## src/rtl/bmu_pkg.sv

```systemverilog
package bmu_pkg;
  typedef enum logic [3:0] {
    OP_FCLR     = 4'd0,
    OP_FINS     = 4'd1,
    OP_BREV     = 4'd2,
    OP_BSWAP    = 4'd3,
    OP_HSWAP    = 4'd4,
    OP_HSWAP_SX = 4'd5,
    OP_SEXT_B   = 4'd6,
    OP_SEXT_H   = 4'd7,
    OP_ZEXT_B   = 4'd8,
    OP_ZEXT_H   = 4'd9
  } bmu_op_e;
endpackage

```

## src/rtl/bmu_field.sv

```systemverilog
module bmu_field #(
  parameter int DATA_W = 32,
  localparam int LSB_W = $clog2(DATA_W),
  localparam int LEN_W = LSB_W + 1
) (
  input  logic [DATA_W-1:0] dst_i,
  input  logic [DATA_W-1:0] src_i,
  input  logic [LSB_W-1:0]  lsb_i,
  input  logic [LEN_W-1:0]  len_i,
  input  logic              insert_i,
  output logic              legal_o,
  output logic [DATA_W-1:0] mask_o,
  output logic [DATA_W-1:0] result_o
);
  localparam logic [DATA_W-1:0] ALL_ONES = '1;

  logic [LEN_W:0]      span_end;
  logic [DATA_W-1:0]   low_mask;
  logic [DATA_W-1:0]   kept;
  logic [DATA_W-1:0]   placed;

  always_comb begin
    span_end = {2'b00, lsb_i} + {1'b0, len_i};
    legal_o  = (len_i != '0) && (span_end <= (LEN_W+1)'(DATA_W));
    if (len_i >= LEN_W'(DATA_W)) low_mask = ALL_ONES;
    else                         low_mask = ~(ALL_ONES << len_i);
    mask_o   = legal_o ? (low_mask << lsb_i) : '0;
    kept     = dst_i & ~mask_o;
    placed   = insert_i ? ((src_i << lsb_i) & mask_o) : '0;
    result_o = kept | placed;
  end
endmodule

```

## src/rtl/bmu_reorder.sv

```systemverilog
module bmu_reorder #(
  parameter int DATA_W = 32,
  localparam int NBYTES = DATA_W / 8,
  localparam int NHALF  = DATA_W / 16
) (
  input  logic [DATA_W-1:0] src_i,
  output logic [DATA_W-1:0] brev_o,
  output logic [DATA_W-1:0] bswap_o,
  output logic [DATA_W-1:0] hswap_o,
  output logic [DATA_W-1:0] hswap_sx_o
);
  for (genvar i = 0; i < DATA_W; i++) begin : g_bit
    assign brev_o[i] = src_i[DATA_W-1-i];
  end

  for (genvar b = 0; b < NBYTES; b++) begin : g_byte
    assign bswap_o[8*b +: 8] = src_i[8*(NBYTES-1-b) +: 8];
  end

  for (genvar h = 0; h < NHALF; h++) begin : g_half
    assign hswap_o[16*h +: 8]     = src_i[16*h+8 +: 8];
    assign hswap_o[16*h+8 +: 8]   = src_i[16*h +: 8];
  end

  assign hswap_sx_o = {{(DATA_W-16){src_i[7]}}, src_i[7:0], src_i[15:8]};
endmodule

```

## src/rtl/bmu_extend.sv

```systemverilog
module bmu_extend #(
  parameter int DATA_W = 32,
  localparam int NBYTES = DATA_W / 8,
  localparam int ROT_W  = $clog2(NBYTES)
) (
  input  logic [DATA_W-1:0] src_i,
  input  logic [ROT_W-1:0]  rot_i,
  output logic [DATA_W-1:0] sext_b_o,
  output logic [DATA_W-1:0] sext_h_o,
  output logic [DATA_W-1:0] zext_b_o,
  output logic [DATA_W-1:0] zext_h_o
);
  logic [DATA_W-1:0] rot_opt [NBYTES];
  logic [DATA_W-1:0] rotated;

  for (genvar k = 0; k < NBYTES; k++) begin : g_rot
    if (k == 0) begin : g_none
      assign rot_opt[k] = src_i;
    end else begin : g_some
      assign rot_opt[k] = {src_i[8*k-1:0], src_i[DATA_W-1:8*k]};
    end
  end

  assign rotated  = rot_opt[rot_i];
  assign sext_b_o = {{(DATA_W-8){rotated[7]}}, rotated[7:0]};
  assign sext_h_o = {{(DATA_W-16){rotated[15]}}, rotated[15:0]};
  assign zext_b_o = {{(DATA_W-8){1'b0}}, rotated[7:0]};
  assign zext_h_o = {{(DATA_W-16){1'b0}}, rotated[15:0]};
endmodule

```

## src/rtl/bitmanip_unit.sv

```systemverilog
module bitmanip_unit #(
  parameter int DATA_W = 32,
  localparam int LSB_W  = $clog2(DATA_W),
  localparam int LEN_W  = LSB_W + 1,
  localparam int ROT_W  = $clog2(DATA_W / 8)
) (
  input  logic [3:0]        op_i,
  input  logic [DATA_W-1:0] dst_i,
  input  logic [DATA_W-1:0] src_i,
  input  logic [LSB_W-1:0]  fld_lsb_i,
  input  logic [LEN_W-1:0]  fld_len_i,
  input  logic [ROT_W-1:0]  rot_i,
  output logic [DATA_W-1:0] result_o
);
  import bmu_pkg::*;

  bmu_op_e           op;
  logic              fld_legal;
  logic [DATA_W-1:0] fld_mask, fld_res;
  logic [DATA_W-1:0] brev, bswap, hswap, hswap_sx;
  logic [DATA_W-1:0] sext_b, sext_h, zext_b, zext_h;

  assign op = bmu_op_e'(op_i);

  bmu_field #(.DATA_W(DATA_W)) u_field (
    .dst_i(dst_i), .src_i(src_i), .lsb_i(fld_lsb_i), .len_i(fld_len_i),
    .insert_i(op == OP_FINS), .legal_o(fld_legal), .mask_o(fld_mask),
    .result_o(fld_res)
  );

  bmu_reorder #(.DATA_W(DATA_W)) u_reorder (
    .src_i(src_i), .brev_o(brev), .bswap_o(bswap), .hswap_o(hswap),
    .hswap_sx_o(hswap_sx)
  );

  bmu_extend #(.DATA_W(DATA_W)) u_extend (
    .src_i(src_i), .rot_i(rot_i), .sext_b_o(sext_b), .sext_h_o(sext_h),
    .zext_b_o(zext_b), .zext_h_o(zext_h)
  );

  always_comb begin
    case (op)
      OP_FCLR, OP_FINS: result_o = fld_res;
      OP_BREV:          result_o = brev;
      OP_BSWAP:         result_o = bswap;
      OP_HSWAP:         result_o = hswap;
      OP_HSWAP_SX:      result_o = hswap_sx;
      OP_SEXT_B:        result_o = sext_b;
      OP_SEXT_H:        result_o = sext_h;
      OP_ZEXT_B:        result_o = zext_b;
      OP_ZEXT_H:        result_o = zext_h;
      default:          result_o = dst_i;
    endcase
  end

  // Invariants checked whenever the operands settle.
  always_comb begin
    if (op_i > 4'd9)
      assert_reserved_pass_R1: assert (result_o == dst_i)
        else $error("reserved opcode altered destination");
    if (op == OP_FCLR)
      assert_clear_no_set_R2: assert ((result_o & ~dst_i) == '0)
        else $error("field clear set a bit");
    if (op == OP_FINS && fld_legal)
      assert_insert_outside_R3: assert (((result_o ^ dst_i) & ~fld_mask) == '0)
        else $error("field insert touched bits outside span");
    if ((op == OP_FCLR || op == OP_FINS) && !fld_legal)
      assert_illegal_span_R4: assert (result_o == dst_i)
        else $error("illegal span altered destination");
    if (op == OP_BREV)
      assert_brev_pop_R5: assert ($countones(result_o) == $countones(src_i))
        else $error("bit reverse changed population");
    if (op == OP_BSWAP)
      assert_bswap_pop_R6: assert ($countones(result_o) == $countones(src_i))
        else $error("byte reverse changed population");
    if (op == OP_HSWAP)
      assert_hswap_pop_R7: assert ($countones(result_o) == $countones(src_i))
        else $error("half swap changed population");
    if (op == OP_HSWAP_SX)
      assert_hswap_sx_upper_R8: assert ((&result_o[DATA_W-1:15]) || !(|result_o[DATA_W-1:15]))
        else $error("signed half swap upper bits not uniform");
    if (op == OP_SEXT_B)
      assert_sext_b_upper_R9: assert ((&result_o[DATA_W-1:7]) || !(|result_o[DATA_W-1:7]))
        else $error("sign byte upper bits not uniform");
    if (op == OP_SEXT_H)
      assert_sext_h_upper_R9: assert ((&result_o[DATA_W-1:15]) || !(|result_o[DATA_W-1:15]))
        else $error("sign half upper bits not uniform");
    if (op == OP_ZEXT_B)
      assert_zext_b_upper_R10: assert (result_o[DATA_W-1:8] == '0)
        else $error("zero byte upper bits set");
    if (op == OP_ZEXT_H)
      assert_zext_h_upper_R10: assert (result_o[DATA_W-1:16] == '0)
        else $error("zero half upper bits set");
  end
endmodule

```

## config.mk

```make
export PLATFORM = sky130hd
export DESIGN_NAME = bitmanip_unit
export DESIGN_NICKNAME = d
export VERILOG_FILES = /design/src/rtl/bmu_pkg.sv /design/src/rtl/bmu_field.sv /design/src/rtl/bmu_reorder.sv /design/src/rtl/bmu_extend.sv /design/src/rtl/bitmanip_unit.sv
export SDC_FILE = /design/constraint.sdc
export NUM_CORES = 1
export LEC_CHECK = 0
export ABC_AREA = 1
export ABC_CLOCK_PERIOD_IN_PS = 9100
export BUFFER_PORTS_ARGS = -buffer_cell sky130_fd_sc_hd__buf_2
export CORE_MARGIN = 2
export CORE_UTILIZATION = 65
export DETAILED_ROUTE_END_ITERATION = 10
export PLACE_DENSITY = 0.91
export SLEW_MARGIN = 20
export SYNTH_ARGS = -nofsm -noshare
export SYNTH_HDL_FRONTEND = slang
export SYNTH_SLANG_ARGS = --single-unit
```

## constraint.sdc

```tcl
create_clock -name vclk -period 9.1
set_clock_uncertainty 0.15 [all_clocks]
set_input_delay 2.275 -clock vclk [all_inputs]
set_output_delay 2.275 -clock vclk [all_outputs]
set_load 0.005 [all_outputs]
```

Yosys cells after proc, flatten, opt, wreduce, memory -nomap -nowiden

Index checks and enable logic that the tools add are counted.

Latch bits: 0
Bits in read-only memories: 0
Logic and storage cells: 33
Memory bits (writable): 0
Memories: 0
Flip-flop bits (word level): 0

Div/mod/pow operators: 0
Magnitude comparators: 3
Reductions and logical operators: 4
Add/subtract/negate cells: 1
Bitwise operators: 6
Shift-type cells: 3
Equal/unequal tests: 9
Muxes and demuxes: 7
$mul: 0

Operators by type and width:

| cell                    | number |
|---|---|
| $pmux W32 S9            | 1 |
| $mux W32                | 3 |
| $and A32 B32 Y32        | 2 |
| $bmux W32 S2            | 1 |
| $not A32 Y32            | 2 |
| $shl A32 B5 Y32         | 2 |
| $mux W16                | 2 |
| $or A32 B32 Y32         | 1 |
| $shl A32 B6 Y32 const A | 1 |
| $eq A4 B3 Y1 const B    | 4 |
| $eq A4 B2 Y1 const B    | 2 |
| $eq A4 B4 Y1 const B    | 2 |
| $add A5 B6 Y7           | 1 |
| $le A7 B6 Y1 const B    | 1 |
| $ge A6 B6 Y1 const B    | 1 |
| $reduce_bool A6 Y1      | 1 |
| $eq A4 B1 Y1 const B    | 1 |
| $logic_not A4 Y1        | 1 |
| $ge A3 B3 Y1 const B    | 1 |
| $not A2 Y3              | 1 |
| $reduce_or A2 Y1        | 1 |
| $logic_and A1 B1 Y1     | 1 |

Longest topological paths before layout

Depth after elaboration: 9
Gate-level depth with buffers: 16
Depth with buffers taken out: 15

Hierarchy

Synthesis repeated with hierarchy kept, for this count alone.

Cells, all modules: 1970
Area total of the unflattened synthesis: 9615.5 µm²

By module, submodules not included:

| module        | cells an instance | area an instance (µm²) | times used | sequential area each (µm²) |
|---|---|---|---|---|
| bmu_field     | 957               | 4385.5                 | 1          | 0.0 |
| bitmanip_unit | 616               | 2738.9                 | 1          | 0.0 |
| bmu_extend    | 269               | 1530.2                 | 1          | 0.0 |
| bmu_reorder   | 128               | 960.9                  | 1          | 0.0 |

Worst setup path before layout

No wires, ideal clock.

Path type: input to output
From: in fld_lsb_i[0]
To: out result_o[11]
Slack: 2.531 ns
Path buffers: 2
Arrival time: 4.144 ns
Cell stages on the path: 14
Data required time: 6.675 ns
Path through: ha_1 > fa_1 > or2_2 > nor2_1 > nand3_1 > nand3_2 > nand2_1 > buf_6 > nor2_4 > buf_6 > nand2_1 > nand2_1 > nand3_1 > a21oi_2

Word-level cells in the longest chain between the ends: 8

Ends and longest elaborated chain:

| what                                             | RTL line                         | text |
|---|---|---|
| start, declared                                  | bitmanip_unit.sv:10              | `input logic [LSB_W-1:0] fld_lsb_i,` |
| $add A5 B6 Y7                                    | bmu_field.sv:23                  | `span_end = {2'b00, lsb_i} + {1'b0, len_i};` |
| $le A7 B6 Y1                                     | bmu_field.sv:24                  | `legal_o = (len_i != '0) && (span_end <= (LEN_W+1)'(DATA_W));` |
| $logic_and A1 B1 Y1                              | bmu_field.sv:24                  |  |
| $mux W32                                         | bmu_field.sv:27                  | `mask_o = legal_o ? (low_mask << lsb_i) : '0;` |
| $and A32 B32 Y32 or $not A32 Y32 (tied branches) | bmu_field.sv:29, bmu_field.sv:28 |  |
| $mux W32 or $and A32 B32 Y32 (tied branches)     | bmu_field.sv:29, bmu_field.sv:28 |  |
| $or A32 B32 Y32 *                                | bmu_field.sv:30                  | `result_o = kept \| placed;` |
| $pmux W32 S9 *                                   | bitmanip_unit.sv:42              | `case (op)` |
| end, declared                                    | bitmanip_unit.sv:13              | `output logic [DATA_W-1:0] result_o` |

Mark *: on every way between the ends. The rest lies on a longest branch, timed or not.

Worst setup path after layout

From: in fld_lsb_i[3]
To: out result_o[10]

The elaborated chain is that of the path after synthesis.

==> impl_results.md <==
* Number of buffers inserted for hold repair after clock tree synthesis at 0
* Number of violations of the max-capacitance limit at 0
* Layout overhead on the synthesized area at 5.08%
* Critical Path End Type: output pin
* Final critical path time including I/O delays and setup at 7.93 ns
* Path type of the worst min-delay path: in -> out
* Initial antenna violation count at 0
* Net switching power of the design at 270 µW
* Wirelength per Cell at 19.4 µm
* Transition time at the pin with the least slew margin at 1.06 ns
* Post-detail-place hpwl at 20.6 mm
* Number of buffers inserted to repair setup after CTS at 0
* DRC violation count after routing at 3
* Core box area at 9150 µm²
* Placed cell area at 6360 µm²
* Max Freq at 0.126 GHz
* Count of yosys warnings during synthesis at 0
* Top-area cell type share of the netlist area at 31.4%
* Area of the mapped netlist at 6060 µm²
* Critical path fanouts, max at 43
* Share of cells above drive strength 1 at 12.5%
* Fraction of met3 tracks used by global routing at 20.6%
* Internal power summed over all cells at 119 µW
* Delay of the slowest critical-path stage at 0.63 ns
* PwrDens at 61.1 nW/µm²
* Final #Nets at 1,382
* Clk pwr share at 0%
* FF+latch count at 0
* Cell repeated most along the worst path: nand2_1
* Effective utilization at floorplan at 66.2%
* Status: finished with violations
* Die span in x at 101 µm
* Net count after synthesis at 1,351
* Antenna diode count at 0
* Most area-consuming cells after synthesis: nand3_1 (31%), nand2_1 (23%), o21ai_0 (5.5%), inv_1 (5.1%), a21oi_1 (4.3%)
* Kind of launch point of the worst setup path: input pin
* Proportion of power drawn by combinational gates at 100.0%
* Post-cts gate resize count at 0
* Sum of buffers and inverters on the critical path at 3
* Number of primary I/O pins at 113
* Final setup fails at 0
* Worst Hold Endpoint: result_o[25]
* Number of clock-tree buffers in the layout at 0
* Routability cong. at 1.20
* Ordered list of cells on the worst path: buf_2 > ha_1 > nand2_1 > nand3_2 > a21oi_1 > o21a_1 > nand2_1 > inv_1 > nand2_1 > or2_0 > nand2_1 > nand2_1 > nand3_1 > buf_2
* Share of total power in sequential cells at 0%
* Distinct cells, synth at 41
* Global routing's busiest layer: met2
* Number of cells traversed by the worst hold path at 4
* Grt total ovfl at 0
* Start point of the worst hold path: dst_i[25]
* Headroom to the max-slew limit at 29.2%
* Crit path kind: in -> out
* Area taken by flip-flops and latches at 0 µm²
* Violations in the final reports: design-rule violations
* Number of search-and-repair iterations in the first detailed-routing pass at 11
* 1st-iter DRT viols at 1,948
* Total die area at 10,100 µm²
* GR Layer Usage met1 at 63.2%
* Overall routing resource usage at 53.6%
* Via count of the routed design at 9,876
* Count of port buffers added during placement at 113
* Cells after Synth at 1,264
* Final routed wirelength across all metal layers at 27.3 mm
* Slowest cell on the critical path: buf_2
* Via count of the first global-routing pass at 8,574
* Total number of placement rows at 35
* Biggest area consumer among synthesized cells: nand3_1
* Met2 Resource Use GR at 79.7%
* Pin count of the biggest net entering global routing at 77
* Unrepaired setup endpoints after global routing: no
* Kind of cell adding the most delay to the critical path: buffers and inverters
* Number of slew-limit violations in the final report at 0
* LEAKAGE at 0.00322 µW
* Count of antenna-violating nets left after detailed routing at 0
* Switching power as a share of total power at 69.4%
* Period utilization at 87.2%
* Summed area of non-filler cells in the final layout at 6360 µm²
* Total negative slack at 0 ns
* Req. time, crit path at 6.68 ns
* Portion of the post-synthesis area used by sequential elements at 0%
* Wire length of the first global-routing pass at 43.5 mm
* Syn Area/Cell at 4.79 µm²
* Routed via count divided by cell count at 7.03
* Peak VDD IR at 0.0366 mV
* Data arrival time of the critical path at 5.51 ns
* Die Y at 101 µm
* Final number of hold-violating endpoints at 0
-- cells in the mapped netlist (4+ instances only) --
library cell,n
nand4_1,29
nor3_1,19
nand2_2,8
o21ai_0,67
buf_4,10
inv_1,83
nand2_1,374
o211ai_1,23
inv_2,9
buf_2,39
o2111ai_1,4
nor2_1,30
o21ai_1,11
nand3b_1,5
buf_1,15
nor2_2,6
nand3_1,380
nand3_2,8
clkbuf_1,24
a21oi_1,52
ha_1,5
o22ai_1,24
-- layout make-up --
cell class | instances | area, µm²
multi-input cells | 1078 | 5250
fillers | 966 | 2790
repair buffers | 120 | 618
inverters | 95 | 357
well taps | 111 | 139
-- power groups by stage --
stage | sequential [µW] | combinational [µW] | clock, µW
global placement | 0 | 356 | 0
detailed placement | 0 | 363 | 0
global route | 0 | 420 | 0
finish | 0 | 389 | 0
CTS | 0 | 364 | 0
floorplan | 0 | 254 | 0
-- per-layer routing --
metal,wire length (µm),share of wire (%)
met1,9020,33
met4,2490,9.1
met5,0,0
met3,4630,17
met2,11200,41
-- logic make-up (layout without fill, tap and decap cells) --
logic type | count (synthesis) | after routing | synth area share, %
AND/OR/NAND/NOR | 875 | 875 | 66.4
AO/OA/AOI/OAI | 196 | 196 | 18.8
buffers and inverters | 186 | 215 | 13.3
adder cells (fa/ha/maj) | 6 | 6 | 1.36
XOR/XNOR | 1 | 1 | 0.145
-- worst min-delay path, cell delays in order --
cell,delay (ns)
buf_2,0.09
nand2_1,0.04
nand3_1,0.06
buf_2,0.10
-- how the worst max path moves through the flow --
stage | start | end | cells after the start
final | fld_lsb_i[3] | result_o[10] | 14
after global routing | fld_lsb_i[3] | result_o[10] | 14
after CTS | fld_lsb_i[3] | result_o[10] | 14
after detailed placement | fld_lsb_i[3] | result_o[10] | 14
after global placement | fld_lsb_i[1] | result_o[10] | 14
after floorplan | fld_lsb_i[0] | result_o[11] | 14
-- metrics by stage --
stage | util, % | hold WS [ns] | cells | setup slack (ns) | power [µW]
6_report | 69.5 | 4.70 | 1404 | 1.17 | 389
4_1_cts | 69.5 | 4.70 | 1404 | 1.34 | 364
3_5_place_dp | 69.5 | 4.70 | 1404 | 1.35 | 363
3_3_place_gp | 69.5 | 4.69 | 1404 | 1.41 | 356
5_1_grt | 69.5 | 4.71 | 1404 | 0.975 | 420
2_1_floorplan | - | 4.51 | 1264 | 2.53 | 254
-- cell usage in the layout (no fill, tap or decap), types with 6 or more instances in the layout --
cell / n
nand2_2: 8
inv_1: 81
inv_2: 9
nand2_1: 374
o211ai_1: 23
o21ai_1: 11
nand3_2: 8
nor2_2: 6
o21ai_0: 67
nor3_1: 19
o22ai_1: 24
nand4_1: 29
buf_2: 113
nand3_1: 380
a21oi_1: 52
buf_4: 7
nor2_1: 30
Note: power is estimated with default switching activity, not from simulation.
